`config.mk`:
```
export PLATFORM = sky130hd
export DESIGN_NAME = reload_timer
export DESIGN_NICKNAME = d
export VERILOG_FILES = /design/src/rtl/rt_pkg.sv /design/src/rtl/rt_tick_gen.sv /design/src/rtl/rt_count_core.sv /design/src/rtl/reload_timer.sv
export SDC_FILE = /design/constraint.sdc
export NUM_CORES = 1
export LEC_CHECK = 0
export BUFFER_PORTS_ARGS = -buffer_cell sky130_fd_sc_hd__buf_2
export CAP_MARGIN = 20
export CORE_ASPECT_RATIO = 1.4
export CORE_MARGIN = 1.5
export CORE_UTILIZATION = 42
export DETAILED_ROUTE_END_ITERATION = 7
export GPL_TIMING_DRIVEN = 0
export SETUP_SLACK_MARGIN = 0.05
export SYNTH_ARGS = -nofsm -noshare
export SYNTH_HDL_FRONTEND = slang
export SYNTH_SLANG_ARGS = --single-unit
```
`constraint.sdc`:
```
create_clock -name clk -period 5.9 [get_ports clk]
set_clock_uncertainty 0.2 [all_clocks]
set_input_delay 0.59 -clock clk [delete_from_list [all_inputs] [get_ports clk]]
set_output_delay 0.59 -clock clk [all_outputs]
set_load 0.005 [all_outputs]
```
`src/rtl/rt_pkg.sv`:
```
package rt_pkg;

    localparam int SRC_W = 2;
    localparam int PRE_W = 12;
    localparam int CTRL_W = 26;

    // Control word: field order matches the bit positions, bit 0 last.
    typedef struct packed {
        logic [SRC_W-1:0] src;      // 25:24
        logic [1:0]       outmode;  // 23:22 storage only
        logic             stop_en;  // 21
        logic             doze_en;  // 20
        logic             wait_en;  // 19
        logic             dbg_en;   // 18
        logic             ovw;      // 17
        logic             swr;      // 16
        logic [PRE_W-1:0] pre;      // 15:4
        logic             rld;      // 3
        logic             ocie;     // 2
        logic             enmod;    // 1
        logic             en;       // 0
    } ctrl_t;

    localparam int W_CTRL = 0;
    localparam int W_STAT = 1;
    localparam int W_LOAD = 2;
    localparam int W_CMP  = 3;
    localparam int W_CNT  = 4;

    // Fields that survive a software reset.
    function automatic ctrl_t keep_on_swr(ctrl_t c);
        ctrl_t k;
        k = '0;
        k.en      = c.en;
        k.enmod   = c.enmod;
        k.dbg_en  = c.dbg_en;
        k.wait_en = c.wait_en;
        k.doze_en = c.doze_en;
        k.stop_en = c.stop_en;
        return k;
    endfunction

endpackage

```
`src/rtl/rt_tick_gen.sv`:
```
module rt_tick_gen #(
    parameter int NUM_SRC = 3,
    parameter int PRE_W   = rt_pkg::PRE_W,
    parameter int SRC_W   = rt_pkg::SRC_W
) (
    input  logic               clk,
    input  logic               rst_n,
    input  logic [NUM_SRC-1:0] tick_src,
    input  logic [SRC_W-1:0]   src_sel,
    input  logic [PRE_W-1:0]   prescale,
    input  logic               run,
    output logic               tick
);

    typedef struct packed {
        logic [PRE_W-1:0] pc;
    } st_t;

    st_t st_d, st_q;
    logic [NUM_SRC-1:0] gated;
    logic raw;

    // One gate per source: code k+1 routes tick_src[k].
    for (genvar k = 0; k < NUM_SRC; k++) begin : g_src
        assign gated[k] = tick_src[k] && (src_sel == SRC_W'(k + 1));
    end

    assign raw = |gated;

    always_comb begin
        st_d = st_q;
        tick = 1'b0;
        if (!run) begin
            st_d.pc = '0;
        end else if (raw) begin
            if (st_q.pc >= prescale) begin
                st_d.pc = '0;
                tick    = 1'b1;
            end else begin
                st_d.pc = st_q.pc + PRE_W'(1);
            end
        end
    end

    always_ff @(posedge clk or negedge rst_n) begin
        if (!rst_n) st_q <= '0;
        else        st_q <= st_d;
    end

endmodule

```
`src/rtl/rt_count_core.sv`:
```
module rt_count_core #(
    parameter int CNT_W = 32
) (
    input  logic             clk,
    input  logic             rst_n,
    input  logic             tick,
    input  logic             reload_sel,
    input  logic [CNT_W-1:0] load_val,
    input  logic             force_en,
    input  logic [CNT_W-1:0] force_val,
    input  logic [CNT_W-1:0] cmp_val,
    output logic [CNT_W-1:0] count,
    output logic             hit
);

    localparam logic [CNT_W-1:0] CNT_MAX = '1;

    typedef struct packed {
        logic [CNT_W-1:0] cnt;
    } st_t;

    st_t st_d, st_q;

    always_comb begin
        st_d = st_q;
        hit  = 1'b0;
        if (force_en) begin
            st_d.cnt = force_val;
        end else if (tick) begin
            if (st_q.cnt == '0) st_d.cnt = reload_sel ? load_val : CNT_MAX;
            else                st_d.cnt = st_q.cnt - CNT_W'(1);
            hit = (st_d.cnt == cmp_val);
        end
    end

    always_ff @(posedge clk or negedge rst_n) begin
        if (!rst_n) st_q <= '0;
        else        st_q <= st_d;
    end

    assign count = st_q.cnt;

endmodule

```
`src/rtl/reload_timer.sv`:
```
module reload_timer #(
    parameter int ADDR_W  = 10,
    parameter int CNT_W   = 32,
    parameter int NUM_SRC = 3
) (
    input  logic               clk,
    input  logic               rst_n,
    input  logic [NUM_SRC-1:0] tick_src,
    input  logic               bus_sel,
    input  logic               bus_wr,
    input  logic [ADDR_W-1:0]  bus_addr,
    input  logic [CNT_W-1:0]   bus_wdata,
    output logic [CNT_W-1:0]   bus_rdata,
    output logic               irq
);
    import rt_pkg::*;

    localparam logic [CNT_W-1:0] CNT_MAX = '1;

    typedef struct packed {
        ctrl_t            ctrl;
        logic             flag;
        logic [CNT_W-1:0] load;
        logic [CNT_W-1:0] cmp;
        logic [CNT_W-1:0] rdata;
    } st_t;

    st_t st_d, st_q;

    logic             wr_req, rd_req;
    logic             force_en;
    logic [CNT_W-1:0] force_val;
    logic             tick, hit;
    logic [CNT_W-1:0] count;
    ctrl_t            new_ctrl;

    // Plain views of state for the bound checker.
    ctrl_t            ctrl_cur;
    logic             flag_cur;
    logic [CNT_W-1:0] load_cur;

    assign wr_req   = bus_sel && bus_wr;
    assign rd_req   = bus_sel && !bus_wr;
    assign new_ctrl = ctrl_t'(bus_wdata[CTRL_W-1:0]);
    assign ctrl_cur = st_q.ctrl;
    assign flag_cur = st_q.flag;
    assign load_cur = st_q.load;

    rt_tick_gen #(
        .NUM_SRC(NUM_SRC),
        .PRE_W  (PRE_W),
        .SRC_W  (SRC_W)
    ) u_tick (
        .clk     (clk),
        .rst_n   (rst_n),
        .tick_src(tick_src),
        .src_sel (st_q.ctrl.src),
        .prescale(st_q.ctrl.pre),
        .run     (st_q.ctrl.en),
        .tick    (tick)
    );

    rt_count_core #(
        .CNT_W(CNT_W)
    ) u_core (
        .clk       (clk),
        .rst_n     (rst_n),
        .tick      (tick),
        .reload_sel(st_q.ctrl.rld),
        .load_val  (st_q.load),
        .force_en  (force_en),
        .force_val (force_val),
        .cmp_val   (st_q.cmp),
        .count     (count),
        .hit       (hit)
    );

    always_comb begin
        st_d      = st_q;
        force_en  = 1'b0;
        force_val = '0;

        // Flag: clear request first, compare event wins over it.
        if (wr_req && bus_addr == ADDR_W'(W_STAT) && bus_wdata[0]) st_d.flag = 1'b0;
        if (hit) st_d.flag = 1'b1;

        if (wr_req) begin
            if (bus_addr == ADDR_W'(W_CTRL)) begin
                if (new_ctrl.swr) begin
                    st_d.ctrl = keep_on_swr(new_ctrl);
                    st_d.flag = 1'b0;
                    st_d.load = CNT_MAX;
                    st_d.cmp  = '0;
                    force_en  = 1'b1;
                    force_val = new_ctrl.en ? CNT_MAX : '0;
                end else begin
                    st_d.ctrl = new_ctrl;
                    if (new_ctrl.en && !st_q.ctrl.en && new_ctrl.enmod) begin
                        force_en  = 1'b1;
                        force_val = new_ctrl.rld ? st_q.load : CNT_MAX;
                    end
                end
            end else if (bus_addr == ADDR_W'(W_LOAD)) begin
                st_d.load = bus_wdata;
                if (st_q.ctrl.ovw) begin
                    force_en  = 1'b1;
                    force_val = bus_wdata;
                end
            end else if (bus_addr == ADDR_W'(W_CMP)) begin
                st_d.cmp = bus_wdata;
            end
        end

        if (rd_req) begin
            if      (bus_addr == ADDR_W'(W_CTRL)) st_d.rdata = CNT_W'(st_q.ctrl);
            else if (bus_addr == ADDR_W'(W_STAT)) st_d.rdata = CNT_W'(st_q.flag);
            else if (bus_addr == ADDR_W'(W_LOAD)) st_d.rdata = st_q.load;
            else if (bus_addr == ADDR_W'(W_CMP))  st_d.rdata = st_q.cmp;
            else if (bus_addr == ADDR_W'(W_CNT))  st_d.rdata = count;
            else                                  st_d.rdata = '0;
        end
    end

    always_ff @(posedge clk or negedge rst_n) begin
        if (!rst_n) begin
            st_q       <= '0;
            st_q.load  <= CNT_MAX;
        end else begin
            st_q <= st_d;
        end
    end

    assign bus_rdata = st_q.rdata;
    assign irq       = st_q.flag && st_q.ctrl.en && st_q.ctrl.ocie;

endmodule

```
==> results.cfg, run 1 <==
[synth]
synth-compound-area-share_pct = 22.9
yosysMostFrequentCell = dfrtp_1
synth.mux.area_fraction_pct = 4.74
synth-main-ff-cell = dfrtp_1
synth_xor_area_share_pct = 3.56
synth_sequential_area_ratio_pct = 39.6
synthArstFlopShare_pct = 100
synth_edf_count = 0
synth_seq_cells = 166
syn-cell-area_um2 = 10600
synth_top_family_by_area = compound AO/OA/AOI/OAI gates
synth_top_cell_by_area = dfrtp_1
synth_commonest_cells = dfrtp_1, nand2_1, o21ai_0, nor2_1, clkbuf_1
yosys_warnings = 0
synth_fa_ha_area_share_pct = 1.77
synthCells = 1246
synth.net_count = 1310
synth_area_leaders = dfrtp_1, dfstp_2, o21ai_0
synth.avg_cell_area_um2 = 8.50
yosys.area_share.simple_pct = 19.9
synth.top_cell.area_share_pct = 31.7
ys_types = 68

[sta]
max_slew_margin_pct = 24.3
tightest_slew_ns = 1.14
fin_crit_ns = 5.25
fin_crit_sh_pct = 89.0
setup_viol = 0
setup_ws_ns = 0.649
rsz0062_at_grt = no
fmax_mhz = 190
setup_tns_ns = 0
maxSlewViolCount = 0
hold_viol = 0

[critical_path]
critPathCaptureType = flop
crit_required_ns = 6.07
cp_common_cell = clkbuf_1
worstPathMaxFanout = 10
timing.rr.start = u_core.count[14]$_DFFE_PN0P_
slowest_stage = clkbuf_1
crit_chain = clkbuf_1 -> or4_1 -> nor4_1 -> and3_1 -> clkbuf_1 -> clkbuf_1 -> nor2_1 -> a221oi_1 -> o2111ai_1 -> or4_1 -> o31ai_2
arrival_ns = 5.42
crit_start = u_core.count[14]$_DFFE_PN0P_
critical_path_class = flop to flop
max_stage_delay_ns = 0.67
cp-start-kind = flop

[global_routing]
grtUsageTotal_pct = 40.5
grt_pass1_vias = 10961
grt_pass1_wl_um = 74300
grt_max_degree = 90
grt_remaining_overflow = 0
antenna_found_initial = 1

[floorplanning]
initial_core_util_pct = 42.9
num_io_pins = 82
die_h_um = 191
die_w_um = 137
coreArea_um2 = 24700
rows = 68
dieArea_um2 = 26200

[drt]
drc = 0
drtAntennaViolNets = 0
via_per_inst = 6.51
wire_per_inst_um = 30.6
routed_wl_um = 51300
dr.pass1.iters = 5
vias = 10914
drtIter0Drc = 1108

[final_layout]
syn2layout_area_growth_pct = 13.8
drive_above_1_share_pct = 15.2
fin_nets = 1412
stdcell_area_um2 = 12100
post-route-util_pct = 48.9
fill_cells = 2513

[power]
power.total_w = 0.00258
max-vdd-ir-drop_mv = 0.208
p_leak_nw = 5.29
cellPowerDensity_nw_per_um2 = 214

[status]
status = complete, no violations

[clock_network]
clock_latency_ns = 0.45
root_buffer = clkbuf_16
cts_resized = 0
cts.sinks = 166
cts_buffers = 17
htreeDepth = 4
clkTransAtPathRegs_ns = 0.07
cts_tree = yes
clk_path_buf_depth = 2

[place]
dp_hpwl_um = 38100
io_buffers = 78
dp_worst_setup_slack_ns = 0.852
placed_cell_area_um2 = 11400
place.gp.congestion = 1.05

[min_path]
min_path_type = input pin to flop
min_from = bus_wdata[29]

[flow_run]
maxCapViolCount = 0
## power breakdown
group | internal [W] | total (W) | switching [W]
Combinational | 0.0000639 | 0.000215 | 0.000151
Sequential | 0.00115 | 0.00116 | 0.0000143
Clock | 0.000650 | 0.00120 | 0.000545
## worst paths after layout
check                                             endpoint  slack (ns)  cells after the start
worst max register to register          flag_cur$_DFF_PN0_        0.65                     11
worst max-delay path                    flag_cur$_DFF_PN0_        0.65                     11
max in group asynchronous         load_cur[26]$_DFFE_PN1P_        4.10                      3
worst min-delay path              load_cur[29]$_DFFE_PN1P_        0.19                      3
worst min register to register   bus_rdata[30]$_DFFE_PN0P_        0.28                      2
min in group asynchronous       u_tick.st_q[6]$_DFFE_PN0P_        0.48                      2
## state kept, by name (all words and copies together) (netlist names)
| signal | flops |
|---|---|
| flag_cur | 1 |
| load_cur | 32 |
| bus_rdata | 32 |
| u_tick.st_q | 12 |
| st_q | 32 |
| ctrl_cur | 25 |
| u_core.count | 32 |
## layer usage
layer	vias up	routed length [um]	share of wire, %	GRT usage [%]
met4	0	3960	7.7	27.3
met2	654	23900	46	64.8
met3	190	3980	7.8	5.82
met1	5344	19500	38	50.2
met5	-	0	0	0
li1	4726	-	-	-
## cells by family (layout without fill, tap and decap cells)
kind of cell    Yosys count  count (layout)
fa+ha+maj                15              15
buf+inv                 176             291
other cells               0               1
xor+xnor                 43              43
compound gates          369             369
flops                   166             166
mux                      49              49
simple gates            428             428
## worst max-delay path: cells and delay by family, from the launching register on
kind | cells | cell delay, ns
AO/OA/AOI/OAI | 3 | 0.98
buffers and inverters | 3 | 1.50
flip-flops | 1 | 0.36
AND/OR/NAND/NOR | 5 | 2.12
## cell type report
cell class              instances  area, um^2  area share (%)
clock buffers                  18         439            3.64
repair buffers                 83         455            3.78
well taps                     315         394            3.27
flip-flops and latches        166        4190            34.8
inverters                      41         154            1.28
clock inverters                14         164            1.36
multi-input cells             904        5600            46.4
plain buffers                 135         652            5.41
diodes                          1        2.50          0.0208
## what timing repair did
| action | CTS | global route |
|---|---|---|
| endpoints found under the hold margin | 60 | 0 |
| hold buffers | 1 | 0 |
| buffers inserted | 0 | 0 |
| endpoints found under the setup margin | 0 | 0 |
## stage by stage
step / hold WS (ns) / instances
final: 0.193 / 1677
after global routing: 0.193 / 1676
after CTS: 0.194 / 1675
after detailed placement: 0.271 / 1642
after global placement: 0.264 / 1639
after floorplan: 0.0944 / 1246
## placed cells by master (no fill, tap or decap), drive strengths merged, types with 32 or more instances in the layout
cell,synthesis,layout
a21oi,72,72
a22o,35,35
buf,42,123
clkbuf,93,112
dfrtp,134,134
dfstp,32,32
inv,41,49
mux2i,40,40
nand2,132,132
nand3,62,62
nor2,97,97
o21ai,111,111
Note: power is estimated with default switching activity, not from simulation.
==> run 2: changes to the inputs <==
- CAP_MARGIN: 20 -> 5
- CTS_BUF_LIST: not set -> sky130_fd_sc_hd__clkbuf_4
==> run 2 against run 1 <==
Compared with the run above: count of clock-buffer cells in the layout shrank 1; first-iteration DRC count rose by 14%; utilization fell by 0.88 points; critical path depth stayed put; final area shrank 1.8%; setup slack worse by 0.31 ns; hold slack worse by 0.17 ns; fmax is 5.7% lower; cell count increased by 0.60%; highest routed layer unchanged.
==> results.cfg, run 2 (synthesis results as in run 1) <==
[status]
status = complete, no violations

[sta]
setup_viol = 0
setup_tns_ns = 0
fmax_mhz = 180
tightest_slew_ns = 1.32
fin_crit_ns = 5.57
max_slew_margin_pct = 11.0
finalHoldWorstSlack_ns = 0.0207
rsz0062_at_grt = no
fin_crit_sh_pct = 94.3
maxSlewViolCount = 0
hold_viol = 0
setup_ws_ns = 0.334

[critical_path]
worstPathMaxFanout = 10
crit_required_ns = 6.25
critical_path_class = flop to flop
critPathCaptureType = flop
arrival_ns = 5.91
cp-start-kind = flop

[power]
cellPowerDensity_nw_per_um2 = 181
p_leak_nw = 5.18
clkPwrFrac_pct = 35.3
pwr-share-comb_pct = 10.2
p_sw_w = 0.000657
max-vdd-ir-drop_mv = 0.174
p_int_w = 0.00148
switching_share_pct = 30.7
p_seq_share_pct = 54.5

[drt]
drtAntennaViolNets = 0
routed_wl_um = 51000
drc = 0
dr.pass1.iters = 8
via_per_inst = 6.47
drtIter0Drc = 1264
vias = 10912
wire_per_inst_um = 30.2

[clock_network]
cts_tree = yes
clock_latency_ns = 0.63
htreeDepth = 4
cts_resized = 0
cts_buffers = 17
clkTransAtPathRegs_ns = 0.16
root_buffer = clkbuf_4
cts.sinks = 166
clk_path_buf_depth = 2

[final_layout]
layout_commonest_cell = dfrtp_1
syn2layout_area_growth_pct = 11.8
final_cells = 1687
mostFrequentLayoutCells = dfrtp_1, nand2_1, o21ai_0
multi_input_area_um2 = 5600
post-route-util_pct = 48.0
layout.area.seq_um2 = 4190
fill_cells = 2509
fin_nets = 1419
drive_above_1_share_pct = 14.8

[place]
dp_worst_setup_slack_ns = 0.622
place.gp.congestion = 1.05
dp_hpwl_um = 38100
io_buffers = 78
dp_cells = 1640

[floorplanning]
initial_core_util_pct = 42.9
dieArea_um2 = 26200
rows = 68
die_w_um = 137
die_h_um = 191
num_io_pins = 82
coreArea_um2 = 24700

[global_routing]
antenna_found_initial = 3
grt_remaining_overflow = 0
grt_pass1_vias = 10931
grt_pass1_wl_um = 73800
grt_max_degree = 90
grtUsageTotal_pct = 40.3

[flow_run]
maxCapViolCount = 0

[min_path]
min_path_type = input pin to flop
## run 2: layout make-up
type | instances | share of cell area [%]
multi-input cells | 904 | 47.3
flip-flops and latches | 166 | 35.4
plain buffers | 135 | 5.51
repair buffers | 90 | 4.55
well taps | 315 | 3.33
clock inverters | 15 | 1.42
inverters | 41 | 1.30
clock buffers | 17 | 1.08
diodes | 4 | 0.0846
## run 2: critical path, stage by stage, from the launching register on
cell	delay (ns)
dfrtp_1	0.38
clkbuf_1	0.20
nor4_2	1.04
and4_1	0.43
and3_1	0.18
clkbuf_1	0.50
clkbuf_1	0.71
nor2_1	0.18
a221oi_1	0.60
o2111ai_1	0.26
or4_1	0.62
o31ai_2	0.19
## run 2: worst paths after layout
path,slack [ns],from,cells after the start,endpoint
setup / recovery,0.33,u_core.count[6]$_DFFE_PN0P_,11,flag_cur$_DFF_PN0_
hold / removal,0.02,bus_wdata[18],3,load_cur[18]$_DFFE_PN1P_
min in group asynchronous,0.29,rst_n,2,u_tick.st_q[6]$_DFFE_PN0P_
max in group asynchronous,4.29,rst_n,3,load_cur[26]$_DFFE_PN1P_
hold reg to reg,0.30,bus_rdata[30]$_DFFE_PN0P_,2,bus_rdata[30]$_DFFE_PN0P_
setup reg to reg,0.33,u_core.count[6]$_DFFE_PN0P_,11,flag_cur$_DFF_PN0_
## run 2: power groups by stage
stage	clock, W	combinational, W	sequential, W
after floorplan	0	0.000100	0.00118
after global placement	0	0.000207	0.00119
after detailed placement	0	0.000209	0.00119
after CTS	0.000763	0.000216	0.00117
after global routing	0.000800	0.000233	0.00117
final	0.000756	0.000219	0.00117
## run 2: per-stage QoR
step,power [W],cell area [um^2]
3_3_place_gp,0.00139,11400
3_5_place_dp,0.00139,11400
6_report,0.00214,11800
4_1_cts,0.00214,11800
2_1_floorplan,0.00128,10600
5_1_grt,0.00220,11800
## run 2: metal layers
metal | global-route usage, % | vias up | share of wire, %
met1 | 48.6 | 5344 | 38
li1 | - | 4747 | -
met4 | 28.1 | 0 | 8.3
met2 | 64.2 | 619 | 46
met5 | 0 | - | 0
met3 | 7.74 | 202 | 7.8
## run 2: timing repair
item                                   in CTS  in global routing
endpoints found under the hold margin      72                  0
hold buffers                               11                  0
buffers inserted                            0                  0
